===== config.mk =====
export PLATFORM = sky130hd
export DESIGN_NAME = eeprom_rd_seq
export DESIGN_NICKNAME = d
export VERILOG_FILES = /design/src/rtl/eers_pkg.sv /design/src/rtl/eers_sel_dec.sv /design/src/rtl/eers_addr_ctr.sv /design/src/rtl/eeprom_rd_seq.sv
export SDC_FILE = /design/constraint.sdc
export NUM_CORES = 1
export LEC_CHECK = 0
export ABC_CLOCK_PERIOD_IN_PS = 2800
export BUFFER_PORTS_ARGS = -buffer_cell sky130_fd_sc_hd__buf_2
export CORE_AREA = 5 5 68 70
export CTS_BUF_LIST = sky130_fd_sc_hd__clkbuf_2
export DETAILED_ROUTE_END_ITERATION = 8
export DIE_AREA = 0 0 73 75
export GPL_ROUTABILITY_DRIVEN = 1
export PLACE_DENSITY_LB_ADDON = 0.05
export SYNTH_ARGS = -nofsm -noshare
export SYNTH_HDL_FRONTEND = slang
export SYNTH_SLANG_ARGS = --single-unit

===== constraint.sdc =====
create_clock -name clk -period 2.8 [get_ports clk]
set_clock_uncertainty 0.1 [all_clocks]
set_input_delay 0.56 -clock clk [delete_from_list [all_inputs] [get_ports clk]]
set_output_delay 0.56 -clock clk [all_outputs]
set_load 0.03 [all_outputs]

===== src/rtl/eers_pkg.sv =====
package eers_pkg;
  typedef enum logic [2:0] {
    ST_IDLE, ST_SEL, ST_ADH, ST_ADL, ST_WDAT, ST_RD, ST_IGN
  } seq_st_e;
endpackage


===== src/rtl/eers_sel_dec.sv =====
module eers_sel_dec #(
  parameter logic [3:0] DEV_TYPE = 4'b1010,
  parameter logic [2:0] DEV_CHIP = 3'b000
) (
  input  logic [7:0] sel_byte,
  output logic       sel_hit,
  output logic       sel_rw
);
  // layout: type in the high nibble, chip bits below it, direction in bit 0
  assign sel_hit = (sel_byte[7:4] == DEV_TYPE) && (sel_byte[3:1] == DEV_CHIP);
  assign sel_rw  = sel_byte[0];
endmodule


===== src/rtl/eers_addr_ctr.sv =====
module eers_addr_ctr #(
  parameter int AW = 15
) (
  input  logic          clk,
  input  logic          rst_n,
  input  logic          ld,
  input  logic [AW-1:0] ld_val,
  input  logic          inc,
  output logic [AW-1:0] cnt
);
  logic [AW-1:0] cnt_q, cnt_d;
  logic          cnt_en;

  always_comb begin
    cnt_en = ld | inc;
    cnt_d  = cnt_q;
    if (ld)       cnt_d = ld_val;
    else if (inc) cnt_d = cnt_q + 1'b1;  // natural wrap at the array end
  end

  always_ff @(posedge clk or negedge rst_n) begin
    if (!rst_n)      cnt_q <= '0;
    else if (cnt_en) cnt_q <= cnt_d;
  end

  assign cnt = cnt_q;

  AST_CTR_STEP: assert property (@(posedge clk) disable iff (!rst_n)
    (inc && !ld) |=> (cnt == $past(cnt) + 1'b1));
  AST_CTR_HOLD: assert property (@(posedge clk) disable iff (!rst_n)
    (!inc && !ld) |=> $stable(cnt));
endmodule


===== src/rtl/eeprom_rd_seq.sv =====
module eeprom_rd_seq
  import eers_pkg::*;
#(
  parameter int         AW       = 15,
  parameter logic [3:0] DEV_TYPE = 4'b1010,
  parameter logic [2:0] DEV_CHIP = 3'b000
) (
  input  logic          clk,
  input  logic          rst_n,
  input  logic          byte_vld,
  input  logic [7:0]    byte_data,
  input  logic          start_evt,
  input  logic          stop_evt,
  input  logic          mack_vld,
  input  logic          mack,
  input  logic          wr_busy,
  output logic          ack_o,
  output logic          tx_en,
  output logic [AW-1:0] rd_addr
);
  localparam int HI_W = AW - 8;

  seq_st_e           st_q, st_d;
  logic              ack_q, ack_d;
  logic [HI_W-1:0]   hi_q;
  logic              hi_en, ld, inc;
  logic              sel_hit, sel_rw;

  eers_sel_dec #(.DEV_TYPE(DEV_TYPE), .DEV_CHIP(DEV_CHIP)) u_sel (
    .sel_byte (byte_data),
    .sel_hit  (sel_hit),
    .sel_rw   (sel_rw)
  );

  eers_addr_ctr #(.AW(AW)) u_ctr (
    .clk    (clk),
    .rst_n  (rst_n),
    .ld     (ld),
    .ld_val ({hi_q, byte_data}),
    .inc    (inc),
    .cnt    (rd_addr)
  );

  always_comb begin
    st_d  = st_q;
    ack_d = 1'b0;
    hi_en = 1'b0;
    ld    = 1'b0;
    inc   = 1'b0;
    if (start_evt) begin
      st_d = ST_SEL;                       // start beats every other strobe
    end else if (stop_evt) begin
      st_d = ST_IDLE;
    end else begin
      case (st_q)
        ST_SEL: if (byte_vld) begin
          if (sel_hit && !wr_busy) begin
            ack_d = 1'b1;
            st_d  = sel_rw ? ST_RD : ST_ADH;
          end else begin
            st_d  = ST_IGN;
          end
        end
        ST_ADH: if (byte_vld) begin
          ack_d = 1'b1;
          hi_en = 1'b1;
          st_d  = ST_ADL;
        end
        ST_ADL: if (byte_vld) begin
          ack_d = 1'b1;
          ld    = 1'b1;
          st_d  = ST_WDAT;
        end
        ST_WDAT: if (byte_vld) ack_d = 1'b1;
        ST_RD: if (mack_vld) begin
          inc = 1'b1;
          if (!mack) st_d = ST_IDLE;
        end
        default: ;
      endcase
    end
  end

  always_ff @(posedge clk or negedge rst_n) begin
    if (!rst_n) begin
      st_q  <= ST_IDLE;
      ack_q <= 1'b0;
    end else begin
      st_q  <= st_d;
      ack_q <= ack_d;
    end
  end

  always_ff @(posedge clk or negedge rst_n) begin
    if (!rst_n)     hi_q <= '0;
    else if (hi_en) hi_q <= byte_data[HI_W-1:0];
  end

  assign ack_o = ack_q;
  assign tx_en = (st_q == ST_RD);

  AST_ACK_NEEDS_BYTE: assert property (@(posedge clk) disable iff (!rst_n)
    ack_o |-> $past(byte_vld));
  AST_BUSY_NO_ACK: assert property (@(posedge clk) disable iff (!rst_n)
    (st_q == ST_SEL && byte_vld && wr_busy && !start_evt) |=> !ack_o);
  AST_MISMATCH_NO_ACK: assert property (@(posedge clk) disable iff (!rst_n)
    (st_q == ST_IGN && !start_evt) |=> !ack_o);
  AST_NACK_ENDS_TX: assert property (@(posedge clk) disable iff (!rst_n)
    (tx_en && mack_vld && !mack && !start_evt) |=> !tx_en);
  AST_START_SEL: assert property (@(posedge clk) disable iff (!rst_n)
    start_evt |=> (st_q == ST_SEL && !ack_o && !tx_en));
  AST_STOP_IDLE: assert property (@(posedge clk) disable iff (!rst_n)
    (stop_evt && !start_evt) |=> (!tx_en && !ack_o));
endmodule


# [Word level (Yosys, flattened, before mapping)]
# Cells that the tools add are included.
[op_classes] add_sub_neg=1 n_reduce_logical=9 bitwise=1 muxes=28 n_eq_ne=11
[op_table] cell="15-bit two-way mux" n=2
[op_table] cell="3-bit two-way mux" n=9
[op_table] cell="4-bit inequality test (second input constant)" n=5
[op_table] cell="15-bit by 1-bit adder with 15-bit output (second input constant)" n=1
[op_table] cell="1-bit two-way mux" n=15
[op_table] cell="3-bit one-hot mux with 4 select lines" n=1
[op_table] cell="3-bit by 2-bit equality test with 1-bit output (second input constant)" n=2
[op_table] cell="3-bit equality test (second input constant)" n=2
[op_table] cell="6-bit AND reduction" n=1
[op_table] cell="6-bit nonzero test" n=1
[op_table] cell="4-bit equality test (second input constant)" n=1
[op_table] cell="3-bit by 1-bit equality test with 1-bit output (second input constant)" n=1
[op_table] cell="3-bit logical NOT" n=1
[op_table] cell="3-bit OR reduction" n=1
[op_table] cell="1-bit logical AND" n=2
[op_table] cell="1-bit one-hot mux with 2 select lines" n=1
[op_table] cell="2-bit AND reduction" n=1
[op_table] cell="2-bit nonzero test" n=1
[op_table] cell="1-bit logical NOT" n=1
[op_table] cell="1-bit bitwise OR" n=1
[totals] output_inout_bits=17 elab_cells=54 ff_bits=26

# [Depth between registers and ports, before layout]
# Gate-level depths: netlist (run 1).
[depth] word_depth=8 mapped_depth=8 ltp_nobuf=5

# [By module]
# A second synthesis (run 1) with hierarchy kept.
[hier_totals] cells_unflattened=138 hier_area_um2=1425.1
[by_module_without_submodules] module="eers_addr_ctr" seq_area_each_um2=375.4 area_per_inst_um2=820.8 instances=1 cells_each=85
[by_module_without_submodules] module="eeprom_rd_seq" seq_area_each_um2=275.3 area_per_inst_um2=578.1 instances=1 cells_each=49
[by_module_without_submodules] module="eers_sel_dec" seq_area_each_um2=0.0 area_per_inst_um2=26.3 instances=1 cells_each=4

# [Worst setup path after synthesis (run 1)]
# No wires, ideal clock.
[synth_path] path_kind="input-to-reg" start="input start_evt" end="register u_ctr.cnt_q[5] (netlist: u_ctr.cnt[5])" slack_ns=0.620 path_buffers=2 stages=6 arrival_ns=1.954 setup_ns=0.126 path_cell_list="or2_1 > buf_6 > or3_4 > buf_6 > mux2_2 > a221o_1"
[synth_via] elab_chain_len=3
[synth_rtl] element="start, declared" line="eeprom_rd_seq.sv:12" text="input logic start_evt,"
[synth_rtl] element="1-bit two-way mux" line="eeprom_rd_seq.sv:50" text="if (start_evt) begin"
[synth_rtl] element="2-bit nonzero test (no source line) / 1-bit bitwise OR (equally long branches)"
[synth_rtl] element="2-bit AND reduction (no source line)"
[synth_rtl] element="end signal, assigned" line="eers_addr_ctr.sv:23" text="else if (cnt_en) cnt_q <= cnt_d;"
[synth_rtl] element="end, declared" line="eers_addr_ctr.sv:11" text="logic [AW-1:0] cnt_q, cnt_d;"
# Parallel ways exist; a longest one is shown, timed or not.
# A chain may end at the register's enable or synchronous reset.

# [Final worst setup path (run 1)]
[layout_path] start="register st_q[1]" end="register u_ctr.cnt_q[4] (netlist: u_ctr.cnt[4])"
[layout_via] elab_chain_len=6
[layout_rtl] element="start, declared" line="eeprom_rd_seq.sv:23" text="seq_st_e st_q, st_d;"
[layout_rtl] element="start signal, assigned" line="eeprom_rd_seq.sv:89" text="st_q <= st_d;"
[layout_rtl] element="3-bit equality test / 3-bit by 2-bit equality test with 1-bit output (equally long branches)" line="eeprom_rd_seq.sv:55" text="case (st_q)"
[layout_rtl] element="1-bit two-way mux" line="eeprom_rd_seq.sv:55"
[layout_rtl] element="1-bit two-way mux" line="eeprom_rd_seq.sv:52" text="end else if (stop_evt) begin"
[layout_rtl] element="1-bit two-way mux" line="eeprom_rd_seq.sv:50"
[layout_rtl] element="2-bit nonzero test (no source line) / 1-bit bitwise OR (equally long branches)"
[layout_rtl] element="2-bit AND reduction (no source line)"
# Parallel ways exist; a longest one is shown, timed or not.

==> metrics, run 1 <==
status=finished, final reports clean; first-pass GRT wire length=6690 um; starting DRC count in detailed routing=56; largest net degree at the start of global routing=27; wire length per cell=17.2 um; Routed Antenna Nets=0; switch share=36.8%; combinational share of power=27.7%; internal power=0.000680 W; Final Hold Fails=0; DRC Markers=0; fin worst setup slack=0.577 ns; Seq/Total Area, Yosys=42.4%; Placer Congestion=0.825; fmax=450 MHz; CP Launch Type=register; synth top area cells=dfrtp_1, mux2_2, nand3_1; Row Count=23; Final Cell Area=0.00177 mm^2; Die H=75 um; Total Wirelength=4030 um; Syn Area/Cell=9.95 um^2; core area=0.00391 mm^2; busiest layer in global routing=met2; Power Total=0.00108 W; RSZ-0062 raised after global routing=false; setup bufs post-CTS=0; worst min path class=primary input to asynchronous set/reset pin; actual slew at the worst max-slew pin=0.629 ns; H-tree depth=1; critical path fanouts, max=14; latest clock arrival within the worst-skew pair=0.36 ns; final core occ=45.2%; syn_nets=171; clock power share=22.5%; area of the multi-input gates=815 um^2; die area=0.00548 mm^2; setup TNS=0 ns; placed cell area=0.00173 mm^2; Sequential Power Share=49.9%; Clk Tree Root Cell=clkbuf_2; FF/Latch Area=651 um^2; number of synthesized register bits=26; gr ovfl total=0; Reg clk slew, reported paths=0.27 ns; final setup fails=0; Final #Nets=203; Max-slew headroom=58.1%; Synth area leader=dfrtp_1; crit path time final=2.22 ns; Synth Instances=154; IO Count=33; max cap viols=0; Diodes inserted=0; critical path type=register to register; Final period util=79.4%; predominant post-synthesis flop cell=dfrtp_1; number of synthesized flops with an enable pin=0; width of the die=73 um; Starting Density=39.2%; YS warnings=0; ys async rst share=100%; Final Slew Violations=0; CTS Buf Count=3; Synth Cell Area=0.00153 mm^2; overall routing resource usage=15.8%; initial antenna violation count=0; Worst Setup Slack post-DPL=0.502 ns; CTS resizes=0; vias in the first global route=1397; Synth top area share=42.4%; drt first pass iters=7; # fillers=406; pwr dens=608 mW/mm^2; Synth cell types=42; Hold-fix buffers, CTS=0; DP Wirelength=3010 um; VDD IR max=0.000339 V; clk buf depth=2; drt via density=5.77; met3 usage=2.67%; met1 Usage GRT=20.2%; routed via count=1355; PortBufs=32; fraction of layout cells with a size suffix above 1=30.8%; Crit path arrival time=2.42 ns; CP endpoint kind=register; TritonCTS clock tree=built; synthesis-to-finish area growth=15.5%; met2 usage=27.0%; critical path data required time=2.99 ns; Pleak=0.779 nW; Sink Count=26; Switching Power=0.000396 W
[worst max-delay path, cell delays in order (launching register included)]
cell and delay [ns]:
dfrtp_1 0.52, and3b_1 0.35, nand3_1 0.47, mux2_2 0.44
a221o_1 0.29
[layer usage]
metal | vias to the layer above | part of all wire [%]
met2 | 31 | 49
met4 | 0 | 0.84
met5 | - | 0
met1 | 658 | 46
li1 | 662 | -
met3 | 4 | 4.1
[placed cells by master (no fill, tap or decap), types with 4 or more instances in the layout]
cell     synthesis  layout
or3_1            5       5
nand4_1          4       4
mux2_2          13      13
nor2_1           6       6
nand3_1         15      15
nand2_1         13      13
buf_4            0       4
buf_2            3      32
dfrtp_1         26      26
nor4_1           4       4
nor3_1           9       9
a221o_1          7       7
[registers in the layout, summed over array words and instances, names as in the netlist]
name,count
ack_o,1
u_ctr.cnt,15
hi_q,7
st_q,3
[metrics by stage]
| stage | std cells | hold slack, ns |
|---|---|---|
| 2_1_floorplan | 154 | 0.164 |
| 3_3_place_gp | 231 | 0.389 |
| 3_5_place_dp | 231 | 0.386 |
| 4_1_cts | 235 | 0.0435 |
| 5_1_grt | 235 | 0.0531 |
| 6_report | 235 | 0.0589 |
[worst paths after layout]
path	endpoint	slack, ns	depth (start not counted)	from
worst max-delay path	u_ctr.cnt[4]$_DFFE_PN0P_	0.58	4	st_q[1]$_DFFE_PN0P_
worst min-delay path	u_ctr.cnt[13]$_DFFE_PN0P_	0.06	1	rst_n
worst max register to register	u_ctr.cnt[4]$_DFFE_PN0P_	0.58	4	st_q[1]$_DFFE_PN0P_
worst min register to register	hi_q[3]$_DFFE_PN0P_	0.44	1	hi_q[3]$_DFFE_PN0P_
max in group asynchronous	st_q[2]$_DFFE_PN0P_	2.12	1	rst_n
min in group clk	u_ctr.cnt[2]$_DFFE_PN0P_	0.32	3	byte_data[2]
[power by group through the flow]
stage | clock network [W] | registers [W] | logic [W]
floorplan | 0 | 0.000617 | 0.000111
global placement | 0 | 0.000541 | 0.000299
detailed placement | 0 | 0.000543 | 0.000301
CTS | 0.000254 | 0.000535 | 0.000302
global route | 0.000265 | 0.000551 | 0.000325
finish | 0.000242 | 0.000536 | 0.000298
[cell type report]
class / instances / area share [%]
Tap cell: 50 / 3.53
Sequential cell: 26 / 36.7
Clock inverter: 1 / 1.70
Inverter: 2 / 0.424
Clock buffer: 3 / 0.848
Timing Repair Buffer: 36 / 10.7
Multi-Input combinational cell: 117 / 46.0
[kinds of logic (layout without fill, tap and decap cells)]
family / after synthesis / after routing / synth area share, %
simple gates: 74 / 74 / 26.8
mux: 15 / 15 / 10.9
fa+ha+maj: 1 / 1 / 0.816
compound gates: 25 / 25 / 13.6
xor+xnor: 2 / 2 / 1.14
flops: 26 / 26 / 42.4
buf+inv: 11 / 42 / 4.41
[synthesized netlist by cell type, types with 2 or more instances]
| cell | n |
|---|---|
| nand4_1 | 4 |
| a21oi_1 | 2 |
| dfrtp_1 | 26 |
| buf_2 | 3 |
| and2_1 | 2 |
| nor2b_1 | 3 |
| or3_1 | 5 |
| mux2_2 | 13 |
| nor3_1 | 9 |
| o211ai_1 | 2 |
| clkbuf_1 | 3 |
| nor2_1 | 6 |
| a221o_1 | 7 |
| buf_6 | 3 |
| nand2_1 | 13 |
| mux2i_1 | 2 |
| and4_1 | 2 |
| nor4_1 | 4 |
| o31ai_1 | 3 |
| nand3_1 | 15 |
| a32oi_1 | 3 |
| o21ai_0 | 2 |
| inv_1 | 2 |
| a311oi_1 | 2 |
No activity file was read; power rests on OpenSTA's default activity.
==> run 2: changes to the inputs <==
--- a/config.mk
+++ b/config.mk
@@ -5,7 +5,7 @@
 export SDC_FILE = /design/constraint.sdc
 export NUM_CORES = 1
 export LEC_CHECK = 0
-export ABC_CLOCK_PERIOD_IN_PS = 2800
+export ABC_CLOCK_PERIOD_IN_PS = 2100
 export BUFFER_PORTS_ARGS = -buffer_cell sky130_fd_sc_hd__buf_2
 export CORE_AREA = 5 5 68 70
 export CTS_BUF_LIST = sky130_fd_sc_hd__clkbuf_2
==> constraint.sdc (replaced) <==
create_clock -name clk -period 2.1 [get_ports clk]
set_clock_uncertainty 0.1 [all_clocks]
set_input_delay 0.42 -clock clk [delete_from_list [all_inputs] [get_ports clk]]
set_output_delay 0.42 -clock clk [all_outputs]
set_load 0.03 [all_outputs]
==> run 2 against run 1 <==
Effect of this change:
- global-route usage rose by 0.36 points
- clock power decreased by 19%
- first-iteration DRC count is 36% lower
- wire length barely moved
- via count up 4.0%
- design area increased by 1.3%
- non-clock buffer count rose by 6
- hold slack improved by 0.13 ns
- combinational power up 40%
==> metrics, run 2 (same netlist as run 1, synthesis figures left out) <==
status=finished, final reports clean; crit path time final=1.98 ns (-0.240 ns); drt via density=5.85 (+1.4%); fin worst setup slack=0.117 ns (-0.460 ns); die area=0.00548 mm^2 (unchanged); Max-slew headroom=58.3% (+0.26 points); Total Wirelength=4030 um (about the same); Hold Crit Start=byte_data[2]; final setup fails=0 (unchanged); clk buf depth=2 (unchanged); Placer Congestion=0.841 (+1.9%); Final Hold Fails=0 (unchanged); commonest non-fill, non-tap cells in the layout=buf_2, dfrtp_1, nand3_1; Pleak=0.793 nW (+1.7%); critical path type=register to register; Sink Count=26 (unchanged); Crit path arrival time=2.17 ns (-0.25 ns); Power Total=0.00132 W (+23%); CP Cell Sequence=nand2b_1 > or3_4 > mux2_2 > a221o_1; Clk Tree Root Cell=clkbuf_2; drt first pass iters=4 (-3); latest clock arrival within the worst-skew pair=0.36 ns (about the same); PortBufs=32 (unchanged); RSZ-0062 raised after global routing=false; fmax=504 MHz (+12%); starting DRC count in detailed routing=36 (-36%); commonest non-fill, non-tap cell in the layout=buf_2; Reg clk slew, reported paths=0.25 ns (-0.02 ns); Row Count=23 (unchanged); critical path fanouts, max=10 (-4); Die H=75 um (unchanged); largest net degree at the start of global routing=27 (unchanged); setup TNS=0 ns (unchanged); Final Slew Violations=0 (unchanged); max reg flops=15 (unchanged); Routed Antenna Nets=0 (unchanged); H-tree depth=1 (unchanged); worst min path class=primary input to register; IO Count=33 (unchanged); CTS Buf Count=3 (unchanged); Worst Setup Slack post-DPL=0.0204 ns (-0.482 ns); DP Wirelength=3060 um (+1.5%); Worst R2R Start=st_q[2]$_DFFE_PN0P_; pwr dens=737 mW/mm^2 (+21%); vias in the first global route=1472 (+5.4%); CP startpoint=st_q[2]$_DFFE_PN0P_; Final #Nets=209 (+3.0%); slowest CP cell=dfrtp_1; fraction of layout cells with a size suffix above 1=32.5% (+1.6 points); WP buf/inv=0 (unchanged); max cap viols=0 (unchanged); gr ovfl total=0 (unchanged); initial antenna violation count=0 (unchanged); TritonCTS clock tree=built; overall routing resource usage=16.1% (+0.36 points); synthesis-to-finish area growth=17.0%; VDD IR max=0.000248 V (-27%); first-pass GRT wire length=6980 um (+4.3%); routed via count=1409 (+4.0%); critical path data required time=2.28 ns (-0.71 ns); Starting Density=39.2% (unchanged); core area=0.00391 mm^2 (unchanged); setup bufs post-CTS=0 (unchanged); CP Launch Type=register; Largest delay share family, worst path=simple AND/OR/NAND/NOR gates; DRC Markers=0 (unchanged); width of the die=73 um (unchanged); Slowest Stage Delay on Critical Path=0.53 ns (about the same); wire length per cell=16.7 um (-2.5%); CP endpoint kind=register; actual slew at the worst max-slew pin=0.625 ns (-0.00396 ns); Final period util=94.4% (+15 points); Diodes inserted=0 (unchanged)
## run 2: changes by cell type in the layout (fill, tap and decap cells not counted), sizes merged
cell         change
buf              +5
bufinv           -1
clkinv           +1
dlygate4sd3      +1
## run 2: worst register-to-register path, cell delays in order, from the launching register on
cell and delay [ns]:
dfrtp_1 0.53, nand2b_1 0.25, or3_4 0.46, mux2_2 0.28, a221o_1 0.29
## run 2: final cells by class
class                   instances  area [um^2]
multi-input cells             117          815
fillers                       412         2120
inverters                       2         7.51
repair buffers                 42          238
clock buffers                   3         15.0
clock inverters                 1         3.75
flip-flops and latches         26          652
well taps                      50         62.6
## run 2: what timing repair did
| item | 4_1_cts | 5_1_grt |
|---|---|---|
| endpoints found under the hold margin | 26 | 0 |
| hold buffers | 1 | 0 |
| gates resized for setup | 0 | 1 |
| endpoints found under the setup margin | 0 | 2 |
## run 2: per-stage QoR
step	area [um^2]	hold WS, ns	util, %	instances
2_1_floorplan	1530	0.0244	-	154
5_1_grt	1790	0.149	45.8	241
3_3_place_gp	1760	0.369	45.0	236
4_1_cts	1790	0.167	45.8	241
3_5_place_dp	1760	0.372	45.0	236
6_report	1790	0.184	45.8	241
## run 2: routing by layer
layer	track usage, %	part of all wire (%)	vias to the layer above
li1	-	-	673
met1	21.9	46	694
met2	25.9	48	36
met3	2.54	4.3	6
met4	6.15	1.3	0
met5	0	0	-
## run 2: where the power goes
part | internal [W] | switching [W]
registers | 0.000595 | 0.000113
clock network | 0.0000414 | 0.000155
logic | 0.000158 | 0.000258
total | 0.000794 | 0.000527
## run 2: worst paths after layout
kind / depth (start not counted) / slack, ns / to
worst min register to register: 1 / 0.44 / hi_q[3]$_DFFE_PN0P_
max in group asynchronous: 2 / 1.01 / st_q[1]$_DFFE_PN0P_
min in group asynchronous: 2 / 0.47 / hi_q[0]$_DFFE_PN0P_
worst min-delay path: 3 / 0.18 / u_ctr.cnt[2]$_DFFE_PN0P_
worst max-delay path: 4 / 0.12 / u_ctr.cnt[8]$_DFFE_PN0P_
worst max register to register: 4 / 0.12 / u_ctr.cnt[8]$_DFFE_PN0P_
==> run 3: changes to the inputs <==
==> constraint.sdc (replaced) <==
create_clock -name clk -period 2.1 [get_ports clk]
set_clock_uncertainty 0.1 [all_clocks]
set_input_delay 0.105 -clock clk [delete_from_list [all_inputs] [get_ports clk]]
set_output_delay 0.105 -clock clk [all_outputs]
set_load 0.03 [all_outputs]
==> run 3 against run 2 <==
Effect of this change:
- design area increased by 6.4%
- global-route usage about the same
- first-iteration DRC count rose by 94%
- clock-buffer cell count did not move
- non-clock buffer count is 11 higher
- total power rose by 0.87%
- clock power about the same
- critical endpoint is now u_ctr.cnt[3]$_DFFE_PN0P_
==> metrics, run 3 (same netlist as run 1, synthesis figures left out) <==
gr ovfl total=0 (unchanged); r2r endpoint=u_ctr.cnt[13]$_DFFE_PN0P_; final setup fails=0 (unchanged); core area=0.00391 mm^2 (unchanged); critical path type=primary input to register; dpl cells=234 (-0.85%); Pleak=0.835 nW (+5.4%); IO Count=33 (unchanged); VDD IR max=0.000420 V (+69%); Min Hold Slack=0.141 ns (-0.0431 ns); width of the die=73 um (unchanged); wire length per cell=16.1 um (-4.0%); drt via density=5.62 (-3.8%); Row Count=23 (unchanged); Max-slew headroom=58.5% (+0.15 points); fraction of layout cells with a size suffix above 1=29.7% (-2.8 points); setup bufs post-CTS=0 (unchanged); CTS Buf Count=3 (unchanged); PortBufs=32 (unchanged); setup TNS=0 ns (unchanged); drt first pass iters=4 (unchanged); DRC Markers=0 (unchanged); largest net degree at the start of global routing=27 (unchanged); H-tree depth=1 (unchanged); pwr dens=699 mW/mm^2 (-5.2%); CP Launch Type=primary input; die area=0.00548 mm^2 (unchanged); Diodes inserted=0 (unchanged); final core occ=48.8% (+2.9 points); RSZ-0062 raised after global routing=false; Total Wirelength=4050 um (+0.35%); TritonCTS clock tree=built; starting DRC count in detailed routing=70 (+94%); Final Slew Violations=0 (unchanged); routed via count=1417 (+0.57%); crit path time final=2.00 ns (+0.0202 ns); first-pass GRT wire length=6950 um (-0.49%); overall routing resource usage=16.2% (+0.033 points); Final #Nets=220 (+5.3%); max cap viols=0 (unchanged); critical path fanouts, max=12 (+2); CP endpoint kind=register; Reg clk slew, reported paths=0.27 ns (+0.02 ns); critical path data required time=2.27 ns (about the same); DP Wirelength=2950 um (-3.5%); Final period util=95.4% (+0.96 points); worst min path class=primary input to asynchronous set/reset pin; initial antenna violation count=0 (unchanged); FF-to-FF path depth=5 (+1); Routed Antenna Nets=0 (unchanged); commonest non-fill, non-tap cell in the layout=buf_2; Power Total=0.00133 W (+0.87%); status=finished, final reports clean; Starting Density=39.2% (unchanged); latest clock arrival within the worst-skew pair=0.36 ns (about the same); Sink Count=26 (unchanged); Post-Layout Cell Count=252 (+4.6%); r2r setup slk=0.13 ns (about the same); fmax=499 MHz (-1.0%); clk buf depth=2 (unchanged); Clk Tree Root Cell=clkbuf_2; commonest non-fill, non-tap cells in the layout=buf_2, dfrtp_1, nand3_1; Final Hold Fails=0 (unchanged); synthesis-to-finish area growth=24.5%; Placer Congestion=0.841 (about the same); Worst R2R Start=st_q[1]$_DFFE_PN0P_; Die H=75 um (unchanged); vias in the first global route=1449 (-1.6%); actual slew at the worst max-slew pin=0.623 ns (-0.00219 ns); Crit path arrival time=2.18 ns (about the same); max reg flops=15 (unchanged)
-- run 3: worst max-delay path by stage --
stage / start / end / slack [ns] / cells after the start
after global routing: st_q[2]$_DFFE_PN0P_ / u_ctr.cnt[3]$_DFFE_PN0P_ / 0.04 / 4
after floorplan: st_q[1]$_DFFE_PN0P_ / u_ctr.cnt[13]$_DFFE_PN0P_ / 0.06 / 6
final: start_evt / u_ctr.cnt[3]$_DFFE_PN0P_ / 0.1 / 6
after CTS: u_ctr.cnt[0]$_DFFE_PN0P_ / u_ctr.cnt[8]$_DFFE_PN0P_ / 0.12 / 5
after global placement: u_ctr.cnt[0]$_DFFE_PN0P_ / u_ctr.cnt[8]$_DFFE_PN0P_ / 0.17 / 5
after detailed placement: u_ctr.cnt[0]$_DFFE_PN0P_ / u_ctr.cnt[8]$_DFFE_PN0P_ / 0.15 / 5
-- run 3: final cells by class --
cell class / instances / area [um^2]
clock buffer: 3 / 15.0
inverter: 2 / 7.51
tap: 50 / 62.6
multi-input combinational: 117 / 815
fill: 408 / 2010
sequential: 26 / 652
timing repair buffer: 53 / 353
clock inverter: 1 / 3.75
-- run 3: per-stage QoR --
step / worst slack (ns) / area, um^2
floorplan: 0.0595 / 1530
global placement: 0.166 / 1750
detailed placement: 0.149 / 1750
CTS: 0.120 / 1910
global route: 0.0385 / 1910
finish: 0.0968 / 1910
-- run 3: layer usage --
| layer | up-vias | track usage (%) | wire length, um |
|---|---|---|---|
| li1 | 692 | - | - |
| met1 | 695 | 21.7 | 1940 |
| met2 | 26 | 27.2 | 1950 |
| met3 | 4 | 2.27 | 119 |
| met4 | 0 | 4.71 | 34 |
| met5 | - | 0 | 0 |
-- run 3: report_power, final --
| group | internal (W) | switching (W) | leakage (nW) |
|---|---|---|---|
| logic | 0.000166 | 0.000250 | 0.478 |
| registers | 0.000595 | 0.000123 | 0.343 |
| clock network | 0.0000414 | 0.000158 | 0.0140 |
| total | 0.000802 | 0.000531 | 0.835 |
-- run 3: worst max-delay path, stage by stage --
cell and delay, ns:
dlygate4sd3_1 0.53, buf_2 0.13, or2_1 0.33, or3_4 0.50, mux2_2 0.28, a221o_1 0.30
-- run 3: what timing repair did --
item	in CTS	in global routing
gates resized for setup	0	1
hold buffers	14	0
hold endpoints to repair	45	0
setup endpoints to repair	0	1
